`config.mk`:
```
export PLATFORM = sky130hd
export DESIGN_NAME = flash_guard
export DESIGN_NICKNAME = d
export VERILOG_FILES = /design/src/rtl/flash_guard_pkg.sv /design/src/rtl/flash_guard_decode.sv /design/src/rtl/flash_guard_regs.sv /design/src/rtl/flash_guard_arb.sv /design/src/rtl/flash_guard.sv
export SDC_FILE = /design/constraint.sdc
export NUM_CORES = 1
export LEC_CHECK = 0
export BUFFER_PORTS_ARGS = -buffer_cell sky130_fd_sc_hd__buf_2
export CORE_AREA = 3 3 90 92
export CTS_BUF_LIST = sky130_fd_sc_hd__clkbuf_8
export DETAILED_ROUTE_END_ITERATION = 8
export DIE_AREA = 0 0 93 95
export MAX_ROUTING_LAYER = met4
export PLACE_DENSITY = 0.49
export SETUP_SLACK_MARGIN = 0.4
export SKIP_CTS_REPAIR_TIMING = 1
export SLEW_MARGIN = 20
export SYNTH_ARGS = -nofsm -noshare
export SYNTH_HDL_FRONTEND = slang
export SYNTH_SLANG_ARGS = --single-unit
```
`constraint.sdc`:
```
create_clock -name clk -period 2 [get_ports clk]
set_input_delay 0.1 -clock clk [delete_from_list [all_inputs] [get_ports clk]]
set_output_delay 0.1 -clock clk [all_outputs]
set_load 0.02 [all_outputs]
```
`src/rtl/flash_guard_pkg.sv`:
```
package flash_guard_pkg;

  typedef enum logic [1:0] {
    OP_PROG = 2'd0,
    OP_PAGE = 2'd1,
    OP_MASS = 2'd2,
    OP_NONE = 2'd3
  } flash_op_e;

  typedef enum logic [1:0] {
    SEL_PGM  = 2'd0,
    SEL_DAT  = 2'd1,
    SEL_CTRL = 2'd2,
    SEL_STAT = 2'd3
  } reg_sel_e;

  localparam int          CTRL_W       = 8;
  localparam int          CTRL_LP_BIT  = 0;
  localparam logic [7:0]  CTRL_RW_MASK = 8'hDD;

endpackage

```
`src/rtl/flash_guard_decode.sv`:
```
module flash_guard_decode #(
  parameter int                ADDR_W   = 24,
  parameter int                SEC_CNT  = 16,
  parameter int                SEC_LOG2 = 13,
  parameter logic [ADDR_W-1:0] BASE     = 24'h020000
) (
  input  logic [ADDR_W-1:0]  addr,
  input  logic [SEC_CNT-1:0] sec_we,
  output logic               hit,
  output logic               allowed
);

  localparam int IDX_W   = $clog2(SEC_CNT);
  localparam int TOP_LSB = SEC_LOG2 + IDX_W;

  logic [IDX_W-1:0] idx;

  always_comb begin
    idx     = addr[TOP_LSB-1:SEC_LOG2];
    hit     = (addr[ADDR_W-1:TOP_LSB] == BASE[ADDR_W-1:TOP_LSB]);
    allowed = hit && sec_we[idx];
  end

endmodule

```
`src/rtl/flash_guard_regs.sv`:
```
module flash_guard_regs
  import flash_guard_pkg::*;
#(
  parameter int SEC_CNT = 16,
  parameter int DATA_W  = 16
) (
  input  logic               clk,
  input  logic               rst_n,
  input  logic [1:0]         bus_sel,
  input  logic               bus_wr,
  input  logic [DATA_W-1:0]  bus_wdata,
  output logic [DATA_W-1:0]  bus_rdata,
  input  logic               flash_busy,
  input  logic               viol_set,
  output logic [SEC_CNT-1:0] pgm_we,
  output logic [SEC_CNT-1:0] dat_we,
  output logic               viol
);

  logic [SEC_CNT-1:0] pgm_q, pgm_d, dat_q, dat_d;
  logic [CTRL_W-1:0]  ctrl_q, ctrl_d;
  logic               viol_q, viol_d;
  logic               wr_pgm, wr_dat, wr_ctrl, wr_stat;

  always_comb begin
    wr_pgm  = bus_wr && (bus_sel == SEL_PGM);
    wr_dat  = bus_wr && (bus_sel == SEL_DAT);
    wr_ctrl = bus_wr && (bus_sel == SEL_CTRL);
    wr_stat = bus_wr && (bus_sel == SEL_STAT);

    pgm_d = wr_pgm ? bus_wdata[SEC_CNT-1:0] : pgm_q;
    dat_d = wr_dat ? bus_wdata[SEC_CNT-1:0] : dat_q;

    ctrl_d = ctrl_q;
    if (wr_ctrl) begin
      ctrl_d = bus_wdata[CTRL_W-1:0] & CTRL_RW_MASK;
      if (flash_busy) ctrl_d[CTRL_LP_BIT] = ctrl_q[CTRL_LP_BIT];
    end

    viol_d = viol_q;
    if (viol_set)                    viol_d = 1'b1;
    else if (wr_stat && bus_wdata[0]) viol_d = 1'b0;
  end

  always_ff @(posedge clk or negedge rst_n) begin
    if (!rst_n) begin
      pgm_q  <= '0;
      dat_q  <= '0;
      ctrl_q <= '0;
      viol_q <= 1'b0;
    end else begin
      if (wr_pgm)  pgm_q  <= pgm_d;
      if (wr_dat)  dat_q  <= dat_d;
      if (wr_ctrl) ctrl_q <= ctrl_d;
      viol_q <= viol_d;
    end
  end

  always_comb begin
    bus_rdata = '0;
    unique case (bus_sel)
      SEL_PGM:  bus_rdata[SEC_CNT-1:0] = pgm_q;
      SEL_DAT:  bus_rdata[SEC_CNT-1:0] = dat_q;
      SEL_CTRL: bus_rdata[CTRL_W-1:0]  = ctrl_q;
      default:  bus_rdata[0]           = viol_q;
    endcase
  end

  assign pgm_we = pgm_q;
  assign dat_we = dat_q;
  assign viol   = viol_q;

  // low-power bit frozen across a busy cycle
  a_r10_lp_locked: assert property (@(posedge clk) disable iff (!rst_n)
    flash_busy |=> ctrl_q[CTRL_LP_BIT] == $past(ctrl_q[CTRL_LP_BIT]));

  // flag only falls on an explicit clear
  a_r7_viol_sticky: assert property (@(posedge clk) disable iff (!rst_n)
    viol_q && !(wr_stat && bus_wdata[0]) |=> viol_q);

  // reserved control bits never read back as 1
  a_r9_reserved_zero: assert property (@(posedge clk) disable iff (!rst_n)
    (bus_sel == SEL_CTRL) |-> (bus_rdata[5] == 1'b0 && bus_rdata[1] == 1'b0));

endmodule

```
`src/rtl/flash_guard_arb.sv`:
```
module flash_guard_arb
  import flash_guard_pkg::*;
(
  input  logic       clk,
  input  logic       rst_n,
  input  logic       req_valid,
  input  logic [1:0] req_kind,
  input  logic       pgm_ok,
  input  logic       dat_ok,
  input  logic       pgm_all,
  output logic       viol_set,
  output logic       done,
  output logic       grant
);

  logic allow_c, done_q, grant_q;

  always_comb begin
    unique case (req_kind)
      OP_PROG, OP_PAGE: allow_c = pgm_ok || dat_ok;
      OP_MASS:          allow_c = pgm_all;
      default:          allow_c = 1'b0;
    endcase
    viol_set = req_valid && !allow_c;
  end

  always_ff @(posedge clk or negedge rst_n) begin
    if (!rst_n) begin
      done_q  <= 1'b0;
      grant_q <= 1'b0;
    end else begin
      done_q  <= req_valid;
      grant_q <= req_valid && allow_c;
    end
  end

  assign done  = done_q;
  assign grant = grant_q;

  // one done per strobe, grant only alongside done
  a_r6_done_follows: assert property (@(posedge clk) disable iff (!rst_n)
    req_valid |=> done_q);
  a_r6_grant_with_done: assert property (@(posedge clk) disable iff (!rst_n)
    grant_q |-> done_q);
  // mass erase blocked unless every program section is open
  a_r5_mass_needs_all: assert property (@(posedge clk) disable iff (!rst_n)
    req_valid && req_kind == OP_MASS && !pgm_all |=> !grant_q);
  // the idle operation code never gets through
  a_r4_none_denied: assert property (@(posedge clk) disable iff (!rst_n)
    req_valid && req_kind == OP_NONE |=> !grant_q);

endmodule

```
`src/rtl/flash_guard.sv`:
```
module flash_guard
  import flash_guard_pkg::*;
#(
  parameter int                ADDR_W       = 24,
  parameter int                DATA_W       = 16,
  parameter int                SEC_CNT      = 16,
  parameter int                PGM_SEC_LOG2 = 13,
  parameter logic [ADDR_W-1:0] PGM_BASE     = 24'h020000,
  parameter int                DAT_SEC_LOG2 = 9,
  parameter logic [ADDR_W-1:0] DAT_BASE     = 24'h0D0000
) (
  input  logic              clk,
  input  logic              rst_n,
  input  logic [1:0]        bus_sel,
  input  logic              bus_wr,
  input  logic [DATA_W-1:0] bus_wdata,
  output logic [DATA_W-1:0] bus_rdata,
  input  logic              flash_busy,
  input  logic              req_valid,
  input  logic [1:0]        req_kind,
  input  logic [ADDR_W-1:0] req_addr,
  output logic              req_done,
  output logic              req_grant,
  output logic              prot_fault
);

  logic [1:0]         rst_sync_q;
  logic               rst_s_n;
  logic [SEC_CNT-1:0] pgm_we, dat_we;
  logic               pgm_hit, pgm_ok, dat_hit, dat_ok, viol_set;

  always_ff @(posedge clk or negedge rst_n) begin
    if (!rst_n) rst_sync_q <= 2'b00;
    else        rst_sync_q <= {rst_sync_q[0], 1'b1};
  end
  assign rst_s_n = rst_sync_q[1];

  flash_guard_regs #(.SEC_CNT(SEC_CNT), .DATA_W(DATA_W)) regs_i (
    .clk(clk), .rst_n(rst_s_n),
    .bus_sel(bus_sel), .bus_wr(bus_wr), .bus_wdata(bus_wdata),
    .bus_rdata(bus_rdata), .flash_busy(flash_busy), .viol_set(viol_set),
    .pgm_we(pgm_we), .dat_we(dat_we), .viol(prot_fault)
  );

  flash_guard_decode #(.ADDR_W(ADDR_W), .SEC_CNT(SEC_CNT),
                       .SEC_LOG2(PGM_SEC_LOG2), .BASE(PGM_BASE)) pgm_dec_i (
    .addr(req_addr), .sec_we(pgm_we), .hit(pgm_hit), .allowed(pgm_ok)
  );

  flash_guard_decode #(.ADDR_W(ADDR_W), .SEC_CNT(SEC_CNT),
                       .SEC_LOG2(DAT_SEC_LOG2), .BASE(DAT_BASE)) dat_dec_i (
    .addr(req_addr), .sec_we(dat_we), .hit(dat_hit), .allowed(dat_ok)
  );

  flash_guard_arb arb_i (
    .clk(clk), .rst_n(rst_s_n),
    .req_valid(req_valid), .req_kind(req_kind),
    .pgm_ok(pgm_ok), .dat_ok(dat_ok), .pgm_all(&pgm_we),
    .viol_set(viol_set), .done(req_done), .grant(req_grant)
  );

  // the two windows never overlap
  a_r4_regions_disjoint: assert property (@(posedge clk) disable iff (!rst_s_n)
    !(pgm_hit && dat_hit));
  // a denied strobe leaves the fault flag raised
  a_r7_deny_flags: assert property (@(posedge clk) disable iff (!rst_s_n)
    req_done && !req_grant |-> prot_fault);

endmodule

```
==> impl_metrics.ini <==
[yosys]
synth-warning-count = 0
syn_nets = 227
synthCells = 178
synth_seq_area_share_pct = 47.9
ys_seq_elements = 43
synth_cell_types = 31
synth_flop_cell = dfrtp_1
synthArstFlopShare_pct = 100
synth_area_mm2 = 0.00224
synth_edf_count = 0
syn_avg_cell_area_um2 = 12.6

[cells_and_area]
multi_input_area_mm2 = 0.00115
area_growth_pct = 29.5
fin_util_pct = 39.9
fill_cells = 761
drive_gt1_share_pct = 52.6
layout_commonest_cell = buf_2
seq_area_mm2 = 0.00108
final_cell_mix = buf_2, dfrtp_1, mux2_2, mux2i_1
antenna_cells_inserted = 0
nets = 301

[worst_setup_path]
r2r_cells = 6
path_class = flip-flop to flip-flop
rr_endpoint = regs_i.viol
rrSetupSlack_ns = 0.28
r2r-start = regs_i.pgm_we[2]
cp_max_fo = 4
worstSetupEndpointType = flip-flop
arrival_ns = 1.90
startpoint_type = flip-flop
required_ns = 2.19

[worst_hold_path]
hold_path_depth = 2
min_delay_worst_endpoint = regs_i.dat_we[11]
holdCritPathClass = input pin to flip-flop
worstHoldStart = bus_wdata[11]

[route]
routed_wl_um = 5930
vias = 1720
drc = 0
dr.pass1.iters = 4
wl_per_cell_um = 16.8
drtIter0Drc = 40
wl_met1_um = 2750
route.met2.wl_um = 2780
vias_per_cell = 4.89
ant_nets = 0
met3_length_um = 315
highest_layer = met4

[timing]
setup_slack_ns = 0.283
slew_headroom_pct = 63.8
period_minus_slack_ns = 1.72
finalSetupViolations = 0
post-route-period-util_pct = 85.9
clock.fmax_ghz = 0.582
tns_ns = 0
rsz0062_at_grt = yes
worst_pin_slew_ns = 0.543
skew_ns = 0.00604
final_max_slew_viol_count = 0
whs_ns = 0.0461
finalHoldViolations = 0

[placed_design]
dp_slack_ns = 0.219
portBuffers = 58
place_congestion = 0.805
dpl.hpwl_um = 4360

[global_route]
grt_max_degree = 42
grtUsageTotal_pct = 14.5
antenna_found_initial = 0
grt_overflow = 0
grt_pass1_wl_um = 9440
grt_pass1_vias = 1755

[clocking]
htreeDepth = 2
cts_tree = yes
cts_made_buffers = 5
clock_path_buffers = 2
cts_root_buffer = clkbuf_8
clk_pin_slew_worst_paths_ns = 0.09
insertion_delay_ns = 0.29
cts.sinks = 43

[floorplan]
initial_core_util_pct = 30.8
core-area_mm2 = 0.00729
ioPinCount = 68
die_height_um = 95
dieArea_mm2 = 0.00884
die_w_um = 93
rows = 31

[power]
ir_drop_mv = 0.323
power.leakage_nw = 1.32
power_density_mw_per_mm2 = 887

[run_status]
status = completed

[job]
cap_violations = 0
power breakdown:
group	total [mW]	internal [mW]	leakage [nW]	switching (mW)
logic	0.626	0.337	0.752	0.289
clock network	0.811	0.498	0.0644	0.312
registers	1.14	1.02	0.508	0.122
total	2.58	1.85	1.32	0.724
area by class of cell:
cell class                      count  area share, %
Tap cell                           99           4.26
Sequential cell                    43           37.0
Timing Repair Buffer               75           14.6
Multi-Input combinational cell    127           39.4
Clock inverter                      3           2.32
Clock buffer                        5           2.37
metrics by stage:
step	cell area [µm²]	total power, mW	cells
after CTS	2830	2.58	345
after detailed placement	2700	1.76	337
after global placement	2700	1.75	337
final	2910	2.58	352
after floorplan	2240	1.52	178
after global routing	2910	2.71	352
cells in the mapped netlist, types with 2 or more instances:
cell type | n | share of area [%]
nor2b_1 | 2 | 0.56
nor3b_1 | 2 | 0.67
and3_1 | 2 | 0.56
dfrtp_1 | 43 | 48
mux4_2 | 4 | 4.0
nand4_1 | 6 | 1.7
nand2_1 | 6 | 1.0
nor4_1 | 2 | 0.56
mux2i_1 | 23 | 10
nor2_1 | 15 | 2.5
nand3b_1 | 2 | 0.67
clkbuf_1 | 4 | 0.67
nand3_1 | 2 | 0.45
buf_1 | 2 | 0.33
o21ai_0 | 6 | 1.3
mux2_2 | 42 | 21
flip-flops by register name, summed over array words and instances (netlist names):
register       cells
regs_i.viol        1
regs_i.pgm_we     16
arb_i.grant        1
rst_sync_q         2
regs_i.ctrl_q      6
arb_i.done         1
regs_i.dat_we     16
routing by layer:
metal,up-vias,track usage (%)
li1,813,-
met3,6,3.27
met1,848,18.8
met4,0,4.64
met2,53,22.6
met5,-,-
critical path: stages, from the launching register on:
cell      delay, ns
dfrtp_1        0.43
mux2i_1        0.09
mux4_2         0.46
nor3_2         0.11
a311oi_1       0.07
a21o_1         0.22
a32o_1         0.22
how the worst max path moves through the flow:
stage,endpoint,slack (ns),from,cells past startpoint
CTS,regs_i.viol,0.25,regs_i.pgm_we[0],6
finish,regs_i.viol,0.28,regs_i.pgm_we[2],6
global placement,regs_i.viol,0.22,req_addr[20],6
global route,regs_i.viol,0.25,regs_i.pgm_we[4],6
floorplan,regs_i.viol,0.39,regs_i.pgm_we[14],6
detailed placement,regs_i.viol,0.22,req_addr[20],6
logic make-up (layout without fill, tap and decap cells):
kind of cell | count (synthesis) | in the layout | share of synthesized area (%)
AOI/OAI and AO/OA | 12 | 12 | 3.57
buffers and inverters | 8 | 83 | 1.73
DFF | 43 | 43 | 47.9
and+or+nand+nor | 45 | 45 | 11.3
other | 1 | 1 | 0.167
muxes | 69 | 69 | 35.3
(Power assumes the default switching activity.)
